==> config.mk <==
export PLATFORM = sky130hd
export DESIGN_NAME = frame_fix_buf
export DESIGN_NICKNAME = d
export VERILOG_FILES = /design/src/rtl/ffb_pkg.sv /design/src/rtl/ffb_ram.sv /design/src/rtl/ffb_loader.sv /design/src/rtl/ffb_ctrl.sv /design/src/rtl/frame_fix_buf.sv
export SDC_FILE = /design/constraint.sdc
export NUM_CORES = 2
export LEC_CHECK = 0
export BUFFER_PORTS_ARGS = -buffer_cell sky130_fd_sc_hd__buf_2
export CAP_MARGIN = 20
export CORE_MARGIN = 2
export CORE_UTILIZATION = 50
export CTS_CLUSTER_DIAMETER = 40
export CTS_CLUSTER_SIZE = 25
export DETAILED_ROUTE_END_ITERATION = 8
export HOLD_SLACK_MARGIN = 0.02
export PLACE_DENSITY = 0.66
export RECOVER_POWER = 100
export SYNTH_ARGS = -nofsm -noshare
export SYNTH_HDL_FRONTEND = slang
export SYNTH_SLANG_ARGS = --single-unit
==> constraint.sdc <==
create_clock -name clk -period 11 [get_ports clk]
set_clock_uncertainty 0.15 [all_clocks]
set_input_delay 1.65 -clock clk [delete_from_list [all_inputs] [get_ports clk]]
set_output_delay 1.65 -clock clk [all_outputs]
set_load 0.05 [all_outputs]
==> src/rtl/ffb_pkg.sv <==
package ffb_pkg;
  typedef enum logic [2:0] {
    CT_IDLE,
    CT_RD,
    CT_WR,
    CT_FETCH,
    CT_SEND
  } ctl_state_t;
endpackage

==> src/rtl/ffb_ram.sv <==
module ffb_ram #(
  parameter int WORD_W = 32,
  parameter int DEPTH  = 41,
  parameter int AW     = 6
) (
  input  logic              clk,
  input  logic              a_we,
  input  logic [AW-1:0]     a_addr,
  input  logic [WORD_W-1:0] a_wdata,
  input  logic              b_re,
  input  logic              b_we,
  input  logic [AW-1:0]     b_addr,
  input  logic [WORD_W-1:0] b_wdata,
  output logic [WORD_W-1:0] b_q
);
  logic [WORD_W-1:0] mem [DEPTH];

  // storage has no reset; port B read data holds when not enabled
  always_ff @(posedge clk) begin
    if (a_we) mem[a_addr] <= a_wdata;
    if (b_we) mem[b_addr] <= b_wdata;
    if (b_re) b_q <= mem[b_addr];
  end
endmodule

==> src/rtl/ffb_loader.sv <==
module ffb_loader #(
  parameter int WORD_W      = 32,
  parameter int FRAME_WORDS = 41,
  parameter int AW          = 6
) (
  input  logic              clk,
  input  logic              rst_n,
  input  logic              start,
  input  logic              cap_valid,
  input  logic [WORD_W-1:0] cap_data,
  output logic              active,
  output logic              incomplete,
  output logic              done,
  output logic              wr_en,
  output logic [AW-1:0]     wr_addr,
  output logic [WORD_W-1:0] wr_data
);
  localparam logic [AW-1:0] LAST = AW'(FRAME_WORDS - 1);

  logic          act_q, act_d;
  logic          inc_q, inc_d;
  logic          done_q, done_d;
  logic [AW-1:0] cnt_q, cnt_d;

  always_comb begin
    act_d  = act_q;
    inc_d  = inc_q;
    cnt_d  = cnt_q;
    done_d = 1'b0;
    wr_en  = act_q && cap_valid;
    if (start) begin
      act_d = 1'b1;
      inc_d = 1'b1;
      cnt_d = '0;
    end else if (wr_en) begin
      if (cnt_q == LAST) begin
        act_d  = 1'b0;
        inc_d  = 1'b0;
        done_d = 1'b1;
      end else begin
        cnt_d = cnt_q + AW'(1);
      end
    end
  end

  always_ff @(posedge clk or negedge rst_n) begin
    if (!rst_n) begin
      act_q  <= 1'b0;
      inc_q  <= 1'b1;
      done_q <= 1'b0;
      cnt_q  <= '0;
    end else begin
      act_q  <= act_d;
      inc_q  <= inc_d;
      done_q <= done_d;
      cnt_q  <= cnt_d;
    end
  end

  assign active     = act_q;
  assign incomplete = inc_q;
  assign done       = done_q;
  assign wr_addr    = cnt_q;
  assign wr_data    = cap_data;
endmodule

==> src/rtl/ffb_ctrl.sv <==
module ffb_ctrl
  import ffb_pkg::*;
#(
  parameter int WORD_W      = 32,
  parameter int FRAME_WORDS = 41,
  parameter int SYN_W       = 12,
  parameter int AW          = 6
) (
  input  logic              clk,
  input  logic              rst_n,
  input  logic              start_cor,
  input  logic [SYN_W-1:0]  syndrome,
  input  logic              start_ul,
  input  logic              out_ready,
  input  logic [WORD_W-1:0] b_q,
  output logic              idle,
  output logic              b_re,
  output logic              b_we,
  output logic [AW-1:0]     b_addr,
  output logic [WORD_W-1:0] b_wdata,
  output logic              cor_done,
  output logic              unc_flag,
  output logic              loc_flag,
  output logic              ul_done,
  output logic              out_valid,
  output logic [WORD_W-1:0] out_data,
  output logic              out_last
);
  localparam int              LOC_W      = SYN_W - 1;
  localparam int              BW         = $clog2(WORD_W);
  localparam logic [31:0]     FRAME_BITS = 32'(WORD_W * FRAME_WORDS);
  localparam logic [AW-1:0]   LAST       = AW'(FRAME_WORDS - 1);

  ctl_state_t    st_q, st_d;
  logic [AW-1:0] word_q, word_d;
  logic [BW-1:0] bit_q, bit_d;
  logic [AW-1:0] idx_q, idx_d;
  logic          cdone_q, cdone_d;
  logic          udone_q, udone_d;
  logic          unc_q, unc_d;
  logic          lerr_q, lerr_d;

  logic [LOC_W-1:0]  loc;
  logic              dbl, loc_zero, loc_oor;
  logic [WORD_W-1:0] flip_mask;

  assign loc      = syndrome[LOC_W-1:0];
  assign dbl      = syndrome[SYN_W-1];
  assign loc_zero = (loc == '0);
  assign loc_oor  = (32'(loc) >= FRAME_BITS);

  for (genvar g = 0; g < WORD_W; g++) begin : g_mask
    assign flip_mask[g] = (bit_q == BW'(g));
  end

  always_comb begin
    st_d    = st_q;
    word_d  = word_q;
    bit_d   = bit_q;
    idx_d   = idx_q;
    cdone_d = 1'b0;
    udone_d = 1'b0;
    unc_d   = unc_q;
    lerr_d  = lerr_q;
    idle      = 1'b0;
    b_re      = 1'b0;
    b_we      = 1'b0;
    b_addr    = '0;
    b_wdata   = b_q ^ flip_mask;
    out_valid = 1'b0;
    out_last  = 1'b0;
    case (st_q)
      CT_IDLE: begin
        idle = 1'b1;
        if (start_cor) begin
          if (dbl && !loc_zero) begin
            unc_d   = 1'b1;
            lerr_d  = 1'b0;
            cdone_d = 1'b1;
          end else if (loc_zero) begin
            unc_d   = 1'b0;
            lerr_d  = 1'b0;
            cdone_d = 1'b1;
          end else if (loc_oor) begin
            unc_d   = 1'b0;
            lerr_d  = 1'b1;
            cdone_d = 1'b1;
          end else begin
            unc_d  = 1'b0;
            lerr_d = 1'b0;
            word_d = AW'(loc >> BW);
            bit_d  = loc[BW-1:0];
            st_d   = CT_RD;
          end
        end else if (start_ul) begin
          idx_d = '0;
          st_d  = CT_FETCH;
        end
      end
      CT_RD: begin
        b_re   = 1'b1;
        b_addr = word_q;
        st_d   = CT_WR;
      end
      CT_WR: begin
        b_we    = 1'b1;
        b_addr  = word_q;
        cdone_d = 1'b1;
        st_d    = CT_IDLE;
      end
      CT_FETCH: begin
        b_re   = 1'b1;
        b_addr = '0;
        st_d   = CT_SEND;
      end
      CT_SEND: begin
        out_valid = 1'b1;
        out_last  = (idx_q == LAST);
        if (out_ready) begin
          if (idx_q == LAST) begin
            udone_d = 1'b1;
            st_d    = CT_IDLE;
          end else begin
            b_re   = 1'b1;
            b_addr = idx_q + AW'(1);
            idx_d  = idx_q + AW'(1);
          end
        end
      end
      default: st_d = CT_IDLE;
    endcase
  end

  always_ff @(posedge clk or negedge rst_n) begin
    if (!rst_n) begin
      st_q    <= CT_IDLE;
      word_q  <= '0;
      bit_q   <= '0;
      idx_q   <= '0;
      cdone_q <= 1'b0;
      udone_q <= 1'b0;
      unc_q   <= 1'b0;
      lerr_q  <= 1'b0;
    end else begin
      st_q    <= st_d;
      word_q  <= word_d;
      bit_q   <= bit_d;
      idx_q   <= idx_d;
      cdone_q <= cdone_d;
      udone_q <= udone_d;
      unc_q   <= unc_d;
      lerr_q  <= lerr_d;
    end
  end

  assign cor_done = cdone_q;
  assign ul_done  = udone_q;
  assign unc_flag = unc_q;
  assign loc_flag = lerr_q;
  assign out_data = b_q;
endmodule

==> src/rtl/frame_fix_buf.sv <==
module frame_fix_buf #(
  parameter int WORD_W      = 32,
  parameter int FRAME_WORDS = 41,
  parameter int SYN_W       = 12
) (
  input  logic              clk,
  input  logic              rst_n,
  input  logic              cap_valid,
  input  logic [WORD_W-1:0] cap_data,
  input  logic              cmd_load,
  input  logic              cmd_correct,
  input  logic              cmd_unload,
  input  logic [SYN_W-1:0]  syndrome,
  output logic              load_done,
  output logic              correct_done,
  output logic              unload_done,
  output logic              frame_incomplete,
  output logic              uncorrectable,
  output logic              loc_error,
  output logic              out_valid,
  input  logic              out_ready,
  output logic [WORD_W-1:0] out_data,
  output logic              out_last
);
  localparam int AW = $clog2(FRAME_WORDS);

  logic              ld_active, ctl_idle, blk_idle;
  logic              start_ld, start_cor, start_ul;
  logic              a_we;
  logic [AW-1:0]     a_addr;
  logic [WORD_W-1:0] a_wdata;
  logic              b_re, b_we;
  logic [AW-1:0]     b_addr;
  logic [WORD_W-1:0] b_wdata, b_q;

  // one command at a time; load ranks above correct, correct above unload
  assign blk_idle  = ctl_idle && !ld_active;
  assign start_ld  = blk_idle && cmd_load;
  assign start_cor = blk_idle && !cmd_load && cmd_correct;
  assign start_ul  = blk_idle && !cmd_load && !cmd_correct && cmd_unload
                     && !frame_incomplete;

  ffb_loader #(.WORD_W(WORD_W), .FRAME_WORDS(FRAME_WORDS), .AW(AW)) u_ld (
    .clk(clk), .rst_n(rst_n), .start(start_ld),
    .cap_valid(cap_valid), .cap_data(cap_data),
    .active(ld_active), .incomplete(frame_incomplete), .done(load_done),
    .wr_en(a_we), .wr_addr(a_addr), .wr_data(a_wdata)
  );

  ffb_ram #(.WORD_W(WORD_W), .DEPTH(FRAME_WORDS), .AW(AW)) u_ram (
    .clk(clk),
    .a_we(a_we), .a_addr(a_addr), .a_wdata(a_wdata),
    .b_re(b_re), .b_we(b_we), .b_addr(b_addr), .b_wdata(b_wdata), .b_q(b_q)
  );

  ffb_ctrl #(.WORD_W(WORD_W), .FRAME_WORDS(FRAME_WORDS), .SYN_W(SYN_W), .AW(AW)) u_ctl (
    .clk(clk), .rst_n(rst_n),
    .start_cor(start_cor), .syndrome(syndrome), .start_ul(start_ul),
    .out_ready(out_ready), .b_q(b_q), .idle(ctl_idle),
    .b_re(b_re), .b_we(b_we), .b_addr(b_addr), .b_wdata(b_wdata),
    .cor_done(correct_done), .unc_flag(uncorrectable), .loc_flag(loc_error),
    .ul_done(unload_done), .out_valid(out_valid), .out_data(out_data),
    .out_last(out_last)
  );
endmodule

==> impl_metrics.py <==
metrics = {
    "cts": {
        "post-cts-setup-buffer-count": 0,
        "h-tree-depth": 4,
        "cts_sinks": 1377,
        "cts_resized": 0,
        "clk_pin_slew_ns": 0.05,
        "cts_hold_buffers": 0,
        "max-clock-path-buffers": 3,
        "cts_tree": "built",
        "clock-root-buffer": "clkbuf_16",
        "clk_latency_ns": 0.82,
        "cts_buffers": 180,
    },
    "timing": {
        "rsz0062_at_grt": "false",
        "period_share": 0.789,
        "period_needed_ns": 8.68,
        "hold_viol": 0,
        "slew-limit-headroom": -1.88,
        "tightest_slew_ns": 4.32,
        "setup_viol": 0,
        "setup_tns_ns": 0,
        "final_max_slew_viol_count": 1822,
        "max_freq_mhz": 115,
    },
    "synth": {
        "ys_seq_area_frac": 0.616,
        "synth-seq-cells": 1377,
        "syn_nets": 6482,
        "synth-edff-count": 1344,
        "synthArstFlopShare": 0.0240,
        "synth_cell_types": 79,
        "syn_area_per_cell_sq_um": 10.4,
        "yosys_warnings": 0,
        "syn_area_sq_um": 66900,
        "synthFlopType": "edfxtp_1",
        "syn_inst": 6427,
    },
    "placement": {
        "hpwl_um": 145000,
        "gp_congestion": 0.946,
        "port_buffers": 90,
    },
    "grt": {
        "antenna_found_initial": 12,
        "grt_max_degree": 94,
        "grt_pass1_wl_um": 373000,
        "grt_overflow": 0,
        "first_global_vias": 51000,
        "track_usage": 0.381,
    },
    "status": {
        "outcome": "complete, but fails checks",
        "failed_checks": "design-rule violations, max-capacitance violations, max-slew violations",
    },
    "detailed_routing": {
        "routed_wl_um": 265000,
        "drt_iter0_markers": 10000,
        "postRouteAntennaNets": 0,
        "via_per_inst": 6.93,
        "routedWlPerCell_um": 32.9,
        "vias": 55700,
        "drc_errors": 3,
        "dr.pass1.iters": 9,
    },
    "flow_run": {
        "maxCapViolCount": 55,
    },
    "layout": {
        "area_delta_synth_final_pct": 11.8,
        "nets": 6165,
        "drive_above_1_share": 0.112,
    },
    "critical_path": {
        "end_kind": "register",
        "crit_fanout": 40,
        "start_kind": "register",
        "arrival_ns": 9.01,
        "critPathRequiredTime_ns": 11.34,
        "crit_type": "reg2reg",
    },
    "die": {
        "dieArea_sq_um": 137000,
        "rows": 134,
        "initial_utilization": 0.503,
        "ios": 91,
        "die_x_um": 370,
        "die_y_um": 370,
        "core_area_sq_um": 133000,
    },
    "power": {
        "power_density_nw_per_um2": 182,
        "leakagePower_uw": 0.0259,
        "total_power_uw": 13600,
        "ir_worst_vdd_v": 0.000151,
    },
    "hold_path": {
        "hp-class": "reg2reg",
    },
}
-- placed cells by master (no fill, tap or decap), types with 29 or more instances in the layout --
master | Yosys | final
buf_4 | 1 | 131
edfxtp_1 | 1344 | 1344
a22oi_1 | 159 | 158
a21oi_1 | 1018 | 1018
a31oi_1 | 29 | 29
inv_6 | 0 | 29
mux2_2 | 83 | 83
a221oi_1 | 105 | 105
o21ai_0 | 534 | 528
nand2_1 | 690 | 677
nor3_1 | 35 | 33
nor2_1 | 1008 | 985
clkbuf_1 | 517 | 87
dfrtp_1 | 32 | 32
buf_2 | 148 | 47
a221o_1 | 34 | 34
mux2i_1 | 111 | 111
nand3_1 | 46 | 44
clkbuf_16 | 0 | 185
o22ai_1 | 69 | 56
-- path summary, 6_finish.rpt --
| kind | from | endpoint | slack [ns] | cells past startpoint |
|---|---|---|---|---|
| max | u_ctl.idx_q[0]$_DFFE_PN0P_ | u_ram.mem[25][28]$_DFFE_PP_ | 2.32 | 11 |
| min | u_ctl.unc_flag$_DFFE_PN0N_ | u_ctl.unc_flag$_DFFE_PN0N_ | 0.35 | 2 |
| max reg2reg | u_ctl.idx_q[0]$_DFFE_PN0P_ | u_ram.mem[25][28]$_DFFE_PP_ | 2.32 | 11 |
| min reg2reg | u_ctl.unc_flag$_DFFE_PN0N_ | u_ctl.unc_flag$_DFFE_PN0N_ | 0.35 | 2 |
| max in group asynchronous | rst_n | u_ld.wr_addr[3]$_DFFE_PN0P_ | 8.38 | 1 |
| min in group asynchronous | rst_n | u_ctl.loc_flag$_DFFE_PN0N_ | 1.21 | 1 |
-- layout make-up --
class / count / area, sq um
sequential: 1377 / 41200
clock inverter: 149 / 1440
clock buffer: 190 / 4650
antenna: 10 / 25.0
inverter: 10 / 37.5
fill: 11100 / 58300
timing repair buffer: 272 / 1740
multi-input combinational: 4269 / 23500
tap: 1768 / 2210
-- registers in the layout, indices dropped and copies added, names as in the netlist --
name,cells
u_ram.mem,1312
u_ram.b_q,32
u_ctl.idx_q,6
u_ctl.word_q,6
u_ld.wr_addr,6
u_ctl.bit_q,5
u_ctl.st_q,3
u_ctl.cor_done,1
u_ctl.loc_flag,1
u_ctl.ul_done,1
u_ctl.unc_flag,1
u_ld.active,1
u_ld.done,1
u_ld.incomplete,1
-- kinds of logic (layout without fill, tap and decap cells) --
family	Yosys count	count (layout)	share of synthesized area
muxes	194	194	0.0306
DFF	1377	1377	0.616
xor gates and xnor gates	40	40	0.00524
AOI/OAI and AO/OA	2152	2152	0.189
adders and majority gates	4	4	0.000748
and+or+nand+nor	1879	1879	0.112
other	0	10	0
buffers and inverters	781	621	0.0471
-- synthesized netlist by cell type (11+ instances only) --
cell type	number	area (sq um)
a211oi_1	11	82.6
a21oi_1	1018	5090
a221o_1	34	340
a221oi_1	105	920
a222oi_1	26	260
a22o_1	26	228
a22oi_1	159	1190
a31oi_1	29	181
a32oi_1	20	175
and3_1	21	131
buf_1	99	372
buf_2	148	741
clkbuf_1	517	1940
dfrtp_1	32	801
edfxtp_1	1344	40400
mux2_2	83	935
mux2i_1	111	1110
nand2_1	690	2590
nand3_1	46	230
nand4_1	21	131
nor2_1	1008	3780
nor3_1	35	175
o211ai_1	19	143
o21ai_0	534	2670
o221ai_1	20	175
o22ai_1	69	432
o2bb2ai_1	13	114
xnor2_1	17	149
xor2_1	23	201
-- critical path, cell delays in order, from the launching register on --
cell and delay (ns):
dfrtp_1 0.42, inv_1 0.10, ha_1 0.17, nand4b_1 0.37
o21ai_0 1.27, a2bb2oi_1 0.67, clkbuf_1 2.40, nor3_2 0.12
buf_4 0.43, nand2_1 0.14, o21ai_0 1.29, buf_4 0.80
-- through the flow --
step / hold slack (ns) / std cells / cell area [sq um] / util / worst slack [ns]
6_report: 0.351 / 8045 / 74800 / 0.562 / 2.32
3_3_place_gp: 0.308 / 7691 / 69200 / 0.520 / 4.48
4_1_cts: 0.351 / 8032 / 75300 / 0.566 / 5.24
3_5_place_dp: 0.337 / 7693 / 69300 / 0.520 / 4.40
2_1_floorplan: 0.321 / 6427 / 66900 / - / 5.78
5_1_grt: 0.369 / 8039 / 74800 / 0.562 / 2.44
-- per-layer routing --
metal | track usage | wire length, um | up-vias
met5 | 0.00979 | 310 | -
met4 | 0.253 | 20300 | 12
met3 | 0.123 | 43000 | 1050
met2 | 0.552 | 112000 | 5221
met1 | 0.491 | 88800 | 26500
li1 | - | - | 22900
-- report_power, final --
group          internal (uW)  leakage, uW  switching, uW
clock network           3410      0.00294           2550
registers               5980       0.0125            111
logic                    390       0.0104           1170
total                   9790       0.0259           3840
Note: power is estimated with default switching activity, not from simulation.
